$ cat src/rtl/sixstep_pkg.sv
package sixstep_pkg;
  localparam int NPH = 3;
  localparam int NOUT = 2 * NPH;

  typedef logic [2:0] step_t;

  localparam step_t STEP_FIRST = 3'd1;
  localparam step_t STEP_LAST  = 3'd6;

  // successor of a step, wrapping after the sixth
  function automatic step_t step_after(step_t s);
    return (s == STEP_LAST) ? STEP_FIRST : step_t'(s + 3'd1);
  endfunction

  // enable vector for a step: bits [2:0] channels ph1..ph3, bits [5:3] complements
  function automatic logic [NOUT-1:0] step_drive(step_t s);
    logic [NOUT-1:0] v;
    case (s)
      3'd1:    v = 6'b010_001;
      3'd2:    v = 6'b010_100;
      3'd3:    v = 6'b001_100;
      3'd4:    v = 6'b001_010;
      3'd5:    v = 6'b100_010;
      3'd6:    v = 6'b100_001;
      default: v = '0;
    endcase
    return v;
  endfunction
endpackage

$ cat src/rtl/sixstep_timebase.sv
module sixstep_timebase #(
  parameter int PRESCALE = 0,
  parameter int PERIOD   = 4095,
  parameter int CNT_W    = 16
) (
  input  logic             clk,
  input  logic             rst,
  output logic [CNT_W-1:0] cnt,
  output logic             upd
);
  logic tick;
  logic [CNT_W-1:0] cnt_q;

  generate
    if (PRESCALE == 0) begin : g_nopsc
      assign tick = 1'b1;
    end else begin : g_psc
      localparam int PSC_W = $clog2(PRESCALE + 1);
      logic [PSC_W-1:0] psc_q;
      always_ff @(posedge clk) begin
        if (rst)                             psc_q <= '0;
        else if (psc_q == PSC_W'(PRESCALE))  psc_q <= '0;
        else                                 psc_q <= psc_q + 1'b1;
      end
      assign tick = (psc_q == PSC_W'(PRESCALE));
    end
  endgenerate

  always_ff @(posedge clk) begin
    if (rst)                               cnt_q <= '0;
    else if (tick) begin
      if (cnt_q == CNT_W'(PERIOD))         cnt_q <= '0;
      else                                 cnt_q <= cnt_q + 1'b1;
    end
  end

  assign upd = tick && (cnt_q == CNT_W'(PERIOD));
  assign cnt = cnt_q;

  a_r5_wrap_to_zero: assert property (@(posedge clk) disable iff (rst)
    upd |=> (cnt_q == '0));
  a_r5_within_period: assert property (@(posedge clk) disable iff (rst)
    cnt_q <= CNT_W'(PERIOD));
endmodule

$ cat src/rtl/sixstep_commit.sv
module sixstep_commit
  import sixstep_pkg::*;
(
  input  logic            clk,
  input  logic            rst,
  input  logic            sw,
  input  logic            trig,
  output logic [NOUT-1:0] en,
  output step_t           step,
  output logic            flag
);
  logic            trig_q;
  logic            ev;
  step_t           step_q, shadow_step_q;
  logic [NOUT-1:0] en_q, shadow_en_q;
  logic            flag_q;

  // one event even when both sources coincide
  assign ev = sw | (trig & ~trig_q);

  always_ff @(posedge clk) begin
    if (rst) begin
      trig_q        <= 1'b0;
      step_q        <= STEP_FIRST;
      en_q          <= step_drive(STEP_FIRST);
      shadow_step_q <= step_after(STEP_FIRST);
      shadow_en_q   <= step_drive(step_after(STEP_FIRST));
      flag_q        <= 1'b0;
    end else begin
      trig_q <= trig;
      flag_q <= ev;
      if (ev) begin
        step_q        <= shadow_step_q;
        en_q          <= shadow_en_q;
        shadow_step_q <= step_after(shadow_step_q);
        shadow_en_q   <= step_drive(step_after(shadow_step_q));
      end
    end
  end

  assign en   = en_q;
  assign step = step_q;
  assign flag = flag_q;

  a_r1_two_active: assert property (@(posedge clk) disable iff (rst)
    $countones(en_q) == 2);
  a_r2_hold_without_event: assert property (@(posedge clk) disable iff (rst)
    !ev |=> $stable(en_q) && $stable(step_q));
  a_r11_event_moves_step: assert property (@(posedge clk) disable iff (rst)
    ev |=> (step_q != $past(step_q)) && flag_q);
endmodule

$ cat src/rtl/sixstep_deadband.sv
module sixstep_deadband #(
  parameter int DT_W = 4
) (
  input  logic            clk,
  input  logic            rst,
  input  logic            req,
  input  logic [DT_W-1:0] dt,
  output logic            on
);
  logic [DT_W-1:0] wait_q;
  logic            on_q;

  always_ff @(posedge clk) begin
    if (rst) begin
      wait_q <= '0;
      on_q   <= 1'b0;
    end else if (!req) begin
      wait_q <= '0;
      on_q   <= 1'b0;
    end else if (wait_q >= dt) begin
      on_q   <= 1'b1;
    end else begin
      wait_q <= wait_q + 1'b1;
    end
  end

  assign on = on_q;

  a_r6_rise_needs_request: assert property (@(posedge clk) disable iff (rst)
    $rose(on_q) |-> $past(req));
  a_r6_fall_immediate: assert property (@(posedge clk) disable iff (rst)
    !req |=> !on_q);
endmodule

$ cat src/rtl/sixstep_commutator.sv
module sixstep_commutator
  import sixstep_pkg::*;
#(
  parameter int PRESCALE = 0,
  parameter int PERIOD   = 4095,
  parameter int CNT_W    = 16,
  parameter int DT_W     = 4
) (
  input  logic             clk,
  input  logic             rst,
  input  logic             com_sw,
  input  logic             com_trig,
  input  logic             brk_in,
  input  logic             moe_set,
  input  logic [DT_W-1:0]  dead_cfg,
  output logic [2:0]       ch_out,
  output logic [2:0]       chn_out,
  output logic [2:0]       step_out,
  output logic             com_flag,
  output logic             moe_out,
  output logic [CNT_W-1:0] cnt_out
);
  logic            upd;
  logic [NOUT-1:0] en;
  logic [NOUT-1:0] on;
  logic [NOUT-1:0] out_q;
  logic            moe_q;
  step_t           step;

  sixstep_timebase #(.PRESCALE(PRESCALE), .PERIOD(PERIOD), .CNT_W(CNT_W)) u_tb (
    .clk(clk), .rst(rst), .cnt(cnt_out), .upd(upd)
  );

  sixstep_commit u_commit (
    .clk(clk), .rst(rst), .sw(com_sw), .trig(com_trig),
    .en(en), .step(step), .flag(com_flag)
  );

  genvar gi;
  generate
    for (gi = 0; gi < NOUT; gi++) begin : g_db
      sixstep_deadband #(.DT_W(DT_W)) u_db (
        .clk(clk), .rst(rst), .req(en[gi]), .dt(dead_cfg), .on(on[gi])
      );
    end
  endgenerate

  // main output enable: break clears, update event or explicit set re-arms
  always_ff @(posedge clk) begin
    if (rst)                  moe_q <= 1'b0;
    else if (brk_in)          moe_q <= 1'b0;
    else if (upd || moe_set)  moe_q <= 1'b1;
  end

  // output stage: idle level is high on every output
  always_ff @(posedge clk) begin
    if (rst)                   out_q <= '1;
    else if (brk_in || !moe_q) out_q <= '1;
    else                       out_q <= on;
  end

  assign ch_out   = out_q[NPH-1:0];
  assign chn_out  = out_q[NOUT-1:NPH];
  assign moe_out  = moe_q;
  assign step_out = step;

  a_r7_break_forces_idle: assert property (@(posedge clk) disable iff (rst)
    brk_in |=> (!moe_q && (&out_q)));
  a_r6_pair_exclusive: assert property (@(posedge clk) disable iff (rst)
    moe_q |-> ((on[NPH-1:0] & on[NOUT-1:NPH]) == '0));
  a_r8_no_rearm_in_break: assert property (@(posedge clk) disable iff (rst)
    (!moe_q && brk_in) |=> !moe_q);
endmodule

$ cat config.mk
export PLATFORM = sky130hd
export DESIGN_NAME = sixstep_commutator
export DESIGN_NICKNAME = d
export VERILOG_FILES = /design/src/rtl/sixstep_pkg.sv /design/src/rtl/sixstep_timebase.sv /design/src/rtl/sixstep_commit.sv /design/src/rtl/sixstep_deadband.sv /design/src/rtl/sixstep_commutator.sv
export SDC_FILE = /design/constraint.sdc
export NUM_CORES = 1
export LEC_CHECK = 0
export ABC_AREA = 1
export BUFFER_PORTS_ARGS = -buffer_cell sky130_fd_sc_hd__buf_4
export CORE_ASPECT_RATIO = 1.2
export CORE_UTILIZATION = 63
export DETAILED_ROUTE_END_ITERATION = 12
export HOLD_SLACK_MARGIN = 0.15
export PLACE_DENSITY_LB_ADDON = 0.3
export SLEW_MARGIN = 15
export SYNTH_ARGS = -nofsm -noshare
export SYNTH_HDL_FRONTEND = slang
export SYNTH_SLANG_ARGS = --single-unit
export TNS_END_PERCENT = 5
$ cat constraint.sdc
create_clock -name clk -period 2.8 [get_ports clk]
set_clock_uncertainty 0.15 [all_clocks]
set_input_delay 0.42 -clock clk [delete_from_list [all_inputs] [get_ports clk]]
set_output_delay 0.42 -clock clk [all_outputs]
set_load 0.02 [all_outputs]
==> results.py, run 1 <==
metrics = {
    "power": {
        "power.density_mw_per_mm2": 497.5,
        "total_leakage_power_nw": 1.992,
        "peakVddDrop_mv": 0.3706,
        "finalPower_mw": 2.133,
    },
    "yosys": {
        "yosysSeqAreaShare_pct": 39.00,
        "synth.area.mux_share_pct": 0,
        "synth-edff-count": 0,
        "synth_fa_ha_area_share_pct": 11.35,
        "synth_compound_area_share_pct": 9.282,
        "synth-warning-count": 0,
        "synth.net_count": 566,
        "syn_area_per_cell_sq_um": 7.179,
        "synth_simple_gate_area_share_pct": 28.58,
        "yosys_most_used_dff": "dfxtp_1",
        "syn_inst": 522,
        "ys_async_sr_fraction_pct": 0,
        "synth.distinct_cells": 29,
        "synth_top_family_by_area": "simple AND/OR/NAND/NOR gates",
        "synth_xor_area_share_pct": 1.402,
        "synth_seq_cells": 73,
        "netlist_area_sq_mm": 0.003747,
    },
    "clock_tree": {
        "cts_setup_buffers": 0,
        "clock_sinks": 73,
        "htreeDepth": 3,
        "clock_latency_ns": 0.35,
        "cts_tree": "built",
        "clk_pin_slew_ns": 0.08,
        "clock_path_buffers": 2,
        "cts-root-buf": "clkbuf_8",
        "cts_made_buffers": 9,
    },
    "timing": {
        "worst_slew_pin_slew_ns": 0.3330,
        "setup_viol": 0,
        "fin_crit_ns": 1.809,
        "rsz0062_at_grt": "no",
        "timing.final.crit_share_pct": 64.61,
        "relSlewSlack_pct": 77.80,
        "max_freq_ghz": 0.5528,
        "tns_ns": 0,
        "slew_viol_final": 0,
        "hold_viol_final": 0,
    },
    "final_layout": {
        "final_common_cell": "nand2_1",
        "fin_area_sq_mm": 0.004287,
        "post-route-util_pct": 75.13,
        "drive_gt1_share_pct": 10.45,
        "syn_to_final_growth_pct": 14.39,
        "nNetsFinal": 613,
        "final_cell_mix": "nand2_1 (128), inv_1 (96), dfxtp_1 (73)",
        "antenna_cells": 0,
    },
    "floorplan": {
        "dieWidth_um": 72.41,
        "die-area_sq_mm": 0.006262,
        "io_pins": 37,
        "die_h_um": 86.49,
        "initial_utilization_pct": 65.68,
        "placeableCoreArea_sq_mm": 0.005705,
        "rows": 30,
    },
    "grt": {
        "grt_use_total_pct": 26.44,
        "grt_pass1_wl_mm": 13.01,
        "grt_pass1_vias": 3154,
        "grt_max_degree": 17,
        "antenna_found_initial": 0,
        "grt-ovfl-total": 0,
    },
    "detailed_routing": {
        "ant_nets": 0,
        "wl_per_cell_um": 11.77,
        "viasPerCell": 5.309,
        "wl_mm": 7.700,
        "first_pass_iters": 5,
        "drtIter0Drc": 145,
        "drc_errors": 0,
        "via_count": 3472,
    },
    "status": {
        "status": "completed",
    },
    "hold_path": {
        "hold_path_end": "moe_out",
        "min_path_cells": 4,
        "holdCritStartpoint": "brk_in",
        "min-delay-path-class": "in -> reg",
    },
    "setup_path": {
        "cp-end-kind": "flip-flop",
        "r2r-start": "g_db[0].u_db.wait_q[3]",
        "slowest_delay_ns": 0.54,
        "crit_path_cell_trace": "dlygate4sd3_1 -> buf_4 -> inv_1 -> o21bai_1 -> buf_4 -> nand2_1 -> inv_2 -> nand3_1 -> o21ai_0",
        "crit_path_top_delay_cell": "dlygate4sd3_1",
        "cpMostUsedCell": "buf_4",
        "r2r-end": "g_db[0].u_db.on",
        "crit_type": "in -> reg",
        "cp_max_fo": 11,
        "crit_arrival_ns": 1.90,
        "start_kind": "input pin",
        "required_ns": 2.89,
        "r2r_cells": 5,
        "rrSetupSlack_ns": 1.05,
    },
    "placement": {
        "io_buffers": 36,
        "place_area_sq_mm": 0.004108,
        "dp_hpwl_mm": 5.717,
        "place_congestion": 0.8756,
    },
    "job": {
        "maxCapViolations": 0,
    },
}
==> cells in the mapped netlist (4+ instances only) <==
| cell type | count | share of area [%] |
|---|---|---|
| nand3_1 | 23 | 3.1 |
| dfxtp_1 | 73 | 39 |
| o21ai_0 | 19 | 2.5 |
| ha_1 | 34 | 11 |
| nand2_1 | 128 | 13 |
| nand4_1 | 32 | 5.3 |
| a21oi_1 | 38 | 5.1 |
| nor2_1 | 49 | 4.9 |
| inv_1 | 96 | 9.6 |
| xor2_1 | 4 | 0.93 |
==> final cells by class <==
class / count / area, sq um
multi-input combinational: 349 / 1897
sequential: 73 / 1461
fill: 452 / 1419
inverter: 97 / 364.1
timing repair buffer: 39 / 295.3
clock buffer: 9 / 123.9
tap: 80 / 100.1
clock inverter: 7 / 45.04
==> cell families (layout without fill, tap and decap cells) <==
group	count (synthesis)	count (layout)
adders and majority gates	34	34
xor gates and xnor gates	6	6
buffers and inverters	100	152
DFF	73	73
AOI/OAI and AO/OA	66	66
and+or+nand+nor	243	243
==> report_power, final <==
group | internal, mW | switching, mW
clock | 0.319 | 0.401
sequential | 1.09 | 0.0404
combinational | 0.107 | 0.175
total | 1.52 | 0.617
==> what timing repair did <==
| action | in CTS | in global routing |
|---|---|---|
| endpoints found under the hold margin | 1 | 0 |
| setup endpoints to repair | 0 | 0 |
| hold buffers | 1 | 0 |
| resized for setup | 0 | 0 |
==> critical path, delay by kind of cell <==
kind                   cells  cell delay, ns
AOI/OAI and AO/OA          2            0.14
buffers and inverters      5            1.01
and+or+nand+nor            2            0.31
==> worst max path at each step <==
stage,from,end,slack [ns],cells past startpoint
6_report,com_trig,u_commit.shadow_en_q[0],0.99,9
5_1_grt,com_trig,u_commit.shadow_en_q[0],0.83,9
4_1_cts,com_trig,u_commit.shadow_en_q[0],0.98,9
3_5_place_dp,dead_cfg[3],g_db[5].u_db.on,0.68,7
3_3_place_gp,dead_cfg[3],g_db[4].u_db.on,0.78,7
2_1_floorplan,dead_cfg[3],g_db[1].u_db.on,1.06,6
==> per-stage QoR <==
step | hold WS (ns) | worst slack (ns) | std cells
after floorplan | 0.2564 | 1.062 | 522
after global placement | 0.2747 | 0.7812 | 637
after detailed placement | 0.2751 | 0.6815 | 637
after CTS | 0.1546 | 0.9849 | 654
after global routing | 0.1631 | 0.8322 | 654
final | 0.1582 | 0.9910 | 654
==> registers in the layout (all words and copies together), names as in the netlist <==
signal	count
u_commit.en	6
u_commit.flag	1
u_commit.step	3
u_commit.shadow_step_q	3
u_tb.cnt	16
u_commit.shadow_en_q	6
out_q	6
u_commit.trig_q	1
moe_out	1
g_db.u_db.wait_q	24
g_db.u_db.on	6
==> routing by layer <==
layer	vias to the layer above	track usage (%)	wire length, um
met5	-	0	0
met1	1576	30.70	3388
met4	0	13.90	189
met2	98	45.79	3863
met3	18	5.000	259
li1	1780	-	-
Note: power is estimated with default switching activity, not from simulation.
==> inputs of run 2 (changes only) <==
CORE_UTILIZATION = 53   (was 63)
clock period = 1.6 ns   (was 2.8 ns; I/O delays follow)
==> results.py, run 2 (synthesis results as in run 1) <==
metrics = {
    "detailed_routing": {
        "ant_nets": 0,
        "viasPerCell": 5.129,
        "drc_errors": 0,
        "first_pass_iters": 6,
        "wl_mm": 8.301,
        "via_count": 3611,
        "drtIter0Drc": 158,
        "wl_per_cell_um": 11.79,
    },
    "setup_path": {
        "crit_type": "reg -> reg",
        "cp-end-kind": "flip-flop",
        "start_kind": "flip-flop",
        "required_ns": 1.69,
        "crit_arrival_ns": 1.63,
        "cp_max_fo": 6,
    },
    "floorplan": {
        "placeableCoreArea_sq_mm": 0.006854,
        "initial_utilization_pct": 54.67,
        "rows": 33,
        "io_pins": 37,
        "dieWidth_um": 78.76,
        "die_h_um": 94.11,
        "die-area_sq_mm": 0.007412,
    },
    "placement": {
        "pre_cts_ws_ns": -0.2038,
        "io_buffers": 36,
        "place_congestion": 0.8844,
        "dp_hpwl_mm": 6.037,
    },
    "timing": {
        "max_freq_ghz": 0.6505,
        "fin_ws_ns": 0.06260,
        "fin_crit_ns": 1.537,
        "slew_viol_final": 0,
        "timing.final.crit_share_pct": 96.09,
        "worst_slew_pin_slew_ns": 0.3419,
        "relSlewSlack_pct": 77.16,
        "setup_viol": 0,
        "hold_viol_final": 0,
        "hold_ws_ns": 0.2286,
    },
    "power": {
        "peakVddDrop_mv": 0.5325,
        "switching_share_pct": 25.74,
        "total_leakage_power_nw": 2.279,
        "power.density_mw_per_mm2": 901.7,
        "p_int_mw": 3.191,
        "clock_power_share_pct": 40.9,
        "seqPwrFrac_pct": 45.9,
        "p_comb_share_pct": 13.2,
        "p_sw_mw": 1.106,
    },
    "job": {
        "maxCapViolations": 0,
    },
    "final_layout": {
        "drive_gt1_share_pct": 17.99,
        "multi_input_area_sq_mm": 0.001943,
        "antenna_cells": 0,
        "nNetsFinal": 656,
        "top_register": "g_db.u_db.wait_q",
        "largest_reg_flops": 24,
        "final_common_cell": "nand2_1",
        "fill_cells": 550,
        "seq_area_sq_mm": 0.001469,
        "final_cell_mix": "nand2_1 (128), inv_1 (96), buf_4 (75)",
        "syn_to_final_growth_pct": 27.15,
    },
    "clock_tree": {
        "cts_made_buffers": 9,
        "clock_path_buffers": 2,
        "htreeDepth": 3,
        "cts-root-buf": "clkbuf_8",
        "cts_tree": "built",
        "cts_setup_buffers": 0,
        "clock_sinks": 73,
        "clk_pin_slew_ns": 0.08,
        "clock_latency_ns": 0.35,
    },
    "status": {
        "status": "completed",
    },
    "grt": {
        "grt_use_total_pct": 23.95,
        "grt_pass1_wl_mm": 13.89,
        "grt-ovfl-total": 0,
        "grt_max_degree": 17,
        "grt_pass1_vias": 3381,
        "antenna_found_initial": 0,
    },
    "hold_path": {
        "min-delay-path-class": "in -> reg",
    },
}
## run 2: cell types whose count changed in the layout (fill, tap and decap cells not counted), sizes merged
cell / change
buf: +38
bufinv: +3
clkbuf: +1
clkinv: -4
dlygate4sd3: +4
dlymetal6s4s: +1
## run 2: path summary, 6_finish.rpt
| path | startpoint | endpoint | slack (ns) | cells past startpoint |
|---|---|---|---|---|
| worst max-delay path | g_db[3].u_db.wait_q[3] | g_db[3].u_db.on | 0.06 | 5 |
| worst min-delay path | com_sw | u_commit.shadow_en_q[2] | 0.23 | 4 |
| worst max register to register | g_db[3].u_db.wait_q[3] | g_db[3].u_db.on | 0.06 | 5 |
| worst min register to register | g_db[3].u_db.on | out_q[3] | 0.29 | 2 |
## run 2: repair_timing
action / in CTS / in global routing
endpoints found under the setup margin: 0 / 42
hold buffers: 6 / 0
gates resized for setup: 0 / 19
hold endpoints to repair: 14 / 0
## run 2: critical path: stages, from the launching register on
cell and delay [ns]:
dfxtp_1 0.32, ha_1 0.30, a21oi_1 0.24, nand3_2 0.17, o21ai_0 0.19, inv_1 0.06
## run 2: power by group through the flow
stage,logic [mW],registers [mW],clock network (mW)
2_1_floorplan,0.328,2.03,0
3_3_place_gp,0.515,2.01,0
3_5_place_dp,0.535,2.01,0
4_1_cts,0.553,1.97,1.79
5_1_grt,0.654,1.98,1.86
6_report,0.567,1.97,1.76
## run 2: final cells by class
type,count,share of cell area [%]
well taps,87,2.285
clock inverters,6,2.416
inverters,97,7.642
flip-flops and latches,73,30.83
multi-input cells,349,40.78
repair buffers,82,13.37
clock buffers,10,2.679
## run 2: layer usage
layer / up-vias / GRT usage (%) / wire length (um)
met3: 22 / 3.495 / 263
li1: 1864 / - / -
met5: - / 0 / 0
met4: 0 / 12.96 / 241
met2: 68 / 44.49 / 4319
met1: 1657 / 25.72 / 3477
## run 2: per-stage QoR
stage	instances	power [mW]	util [%]	cell area [sq um]	TNS [ns]
after floorplan	522	2.357	-	3750	0
after global placement	682	2.520	64.26	4404	-2.187
after detailed placement	682	2.546	64.26	4404	-3.768
after CTS	704	4.308	68.67	4707	0
after global routing	704	4.493	69.51	4765	-0.03735
final	704	4.296	69.51	4765	0
==> inputs of run 3 (changes only) <==
HOLD_SLACK_MARGIN = not set   (was 0.15)
MAX_ROUTING_LAYER = met4   (was not set)
SKIP_CTS_REPAIR_TIMING = 1   (was not set)
==> results.py, run 3 (synthesis results as in run 1) <==
metrics = {
    "status": {
        "status": "completed",
    },
    "setup_path": {
        "rrSetupSlack_ns": 0.03,
        "cpMostUsedCell": "a21oi_1",
        "worst-path-buf-inv": 1,
        "crit_path_top_delay_cell": "dfxtp_1",
        "r2r_cells": 5,
        "r2r-end": "g_db[3].u_db.wait_q[2]",
        "start_kind": "flip-flop",
        "r2r-start": "g_db[3].u_db.wait_q[3]",
        "cp-end-kind": "flip-flop",
        "crit_arrival_ns": 1.70,
        "slowest_delay_ns": 0.39,
        "required_ns": 1.73,
        "critical_path.top_delay_family": "compound AO/OA/AOI/OAI gates",
        "crit_path_cell_trace": "ha_1 -> a21oi_1 -> buf_4 -> nand4_1 -> a21oi_1",
        "cp_max_fo": 4,
        "crit_type": "reg -> reg",
    },
    "grt": {
        "grt-ovfl-total": 0,
        "antenna_found_initial": 0,
        "grt_max_degree": 17,
        "grt_pass1_vias": 3278,
        "grt_pass1_wl_mm": 13.40,
        "grt_use_total_pct": 23.87,
    },
    "final_layout": {
        "fill_cells": 585,
        "top_register": "g_db.u_db.wait_q",
        "final_common_cell": "nand2_1",
        "drive_gt1_share_pct": 18.82,
        "antenna_cells": 0,
        "multi_input_area_sq_mm": 0.001954,
        "post-route-util_pct": 68.00,
        "seq_area_sq_mm": 0.001471,
        "final_cell_mix": "nand2_1 (127), inv_1 (96), buf_4 (74)",
        "fin_area_sq_mm": 0.004661,
        "nNetsFinal": 650,
        "largest_reg_flops": 24,
        "syn_to_final_growth_pct": 24.37,
    },
    "timing": {
        "fin_ws_ns": 0.02816,
        "hold_ws_ns": 0.03355,
        "hold_viol_final": 0,
        "worst_slew_pin_slew_ns": 0.4105,
        "relSlewSlack_pct": 72.58,
        "rsz0062_at_grt": "yes",
        "setup_viol": 0,
        "fin_crit_ns": 1.572,
        "slew_viol_final": 0,
        "timing.final.crit_share_pct": 98.24,
        "max_freq_ghz": 0.6362,
    },
    "clock_tree": {
        "cts_made_buffers": 9,
        "clock_sinks": 73,
        "clock_latency_ns": 0.34,
        "cts_tree": "built",
        "cts-root-buf": "clkbuf_8",
        "clk_pin_slew_ns": 0.07,
        "clock_path_buffers": 2,
        "htreeDepth": 3,
    },
    "power": {
        "p_sw_mw": 1.068,
        "p_comb_share_pct": 14.3,
        "peakVddDrop_mv": 0.4997,
        "switching_share_pct": 27.23,
        "clock_power_share_pct": 35.5,
        "power.density_mw_per_mm2": 841.5,
        "seqPwrFrac_pct": 50.2,
        "p_int_mw": 2.854,
        "total_leakage_power_nw": 2.221,
    },
    "detailed_routing": {
        "drc_errors": 0,
        "drtIter0Drc": 139,
        "ant_nets": 0,
        "wl_per_cell_um": 11.54,
        "viasPerCell": 5.080,
        "wl_mm": 8.057,
        "via_count": 3546,
        "first_pass_iters": 4,
    },
    "hold_path": {
        "min-delay-path-class": "in -> reg",
        "min_path_cells": 4,
        "holdCritStartpoint": "moe_set",
        "hold_path_end": "moe_out",
    },
    "floorplan": {
        "initial_utilization_pct": 54.67,
        "die_h_um": 94.11,
        "placeableCoreArea_sq_mm": 0.006854,
        "dieWidth_um": 78.76,
        "die-area_sq_mm": 0.007412,
        "io_pins": 37,
        "rows": 33,
    },
    "placement": {
        "place_congestion": 0.8953,
        "place_area_sq_mm": 0.004389,
        "dp_hpwl_mm": 5.989,
        "pre_cts_ws_ns": -0.2615,
        "io_buffers": 36,
    },
    "job": {
        "maxCapViolations": 0,
    },
}
[run 3: cell types whose count changed in the layout (fill, tap and decap cells not counted), moves of 2 or more]
cell and delta:
dfxtp_1 -2, dlygate4sd3_1 -3, clkinv_2 +4, dfxtp_2 +2, bufinv_16 -2
[run 3: worst min-delay path, cell delays in order]
cell	delay, ns
buf_4	0.07
nand3b_1	0.09
nand2_1	0.05
inv_1	0.05
[run 3: metal layers]
| layer | vias to the layer above | track usage, % | part of all wire (%) |
|---|---|---|---|
| li1 | 1849 | - | - |
| met1 | 1605 | 25.02 | 43 |
| met2 | 69 | 42.90 | 51 |
| met3 | 23 | 4.078 | 3.0 |
| met4 | 0 | 11.88 | 3.2 |
| met5 | - | - | 0 |
[run 3: power groups by stage]
stage / Clock, mW / Combinational (mW) / Sequential (mW)
final: 1.39 / 0.559 / 1.97
after global routing: 1.51 / 0.640 / 1.98
after CTS: 1.43 / 0.542 / 1.97
after detailed placement: 0 / 0.538 / 2.01
after global placement: 0 / 0.514 / 2.01
after floorplan: 0 / 0.328 / 2.03
[run 3: stage by stage]
| stage | std cells | setup TNS (ns) | power [mW] |
|---|---|---|---|
| after global routing | 698 | -0.09463 | 4.128 |
| final | 698 | 0 | 3.922 |
| after CTS | 696 | -0.06996 | 3.935 |
| after global placement | 680 | -2.160 | 2.520 |
| after floorplan | 522 | 0 | 2.357 |
| after detailed placement | 680 | -4.022 | 2.549 |
[run 3: worst max-delay path by stage]
stage	from	to	slack, ns	depth (start not counted)
after floorplan	dead_cfg[3]	g_db[1].u_db.on	0.04	6
after global placement	dead_cfg[3]	g_db[1].u_db.on	-0.13	7
after detailed placement	dead_cfg[3]	g_db[4].u_db.on	-0.26	7
after CTS	g_db[4].u_db.wait_q[0]	g_db[4].u_db.on	-0.05	6
after global routing	g_db[3].u_db.wait_q[3]	g_db[3].u_db.wait_q[2]	-0.04	5
final	g_db[3].u_db.wait_q[3]	g_db[3].u_db.wait_q[2]	0.03	5
[run 3: layout make-up]
class                   count  area share [%]
clock buffers              10           2.738
clock inverters             6           1.262
flip-flops and latches     73           31.57
inverters                  97           7.812
repair buffers             76           12.35
well taps                  87           2.336
multi-input cells         349           41.93
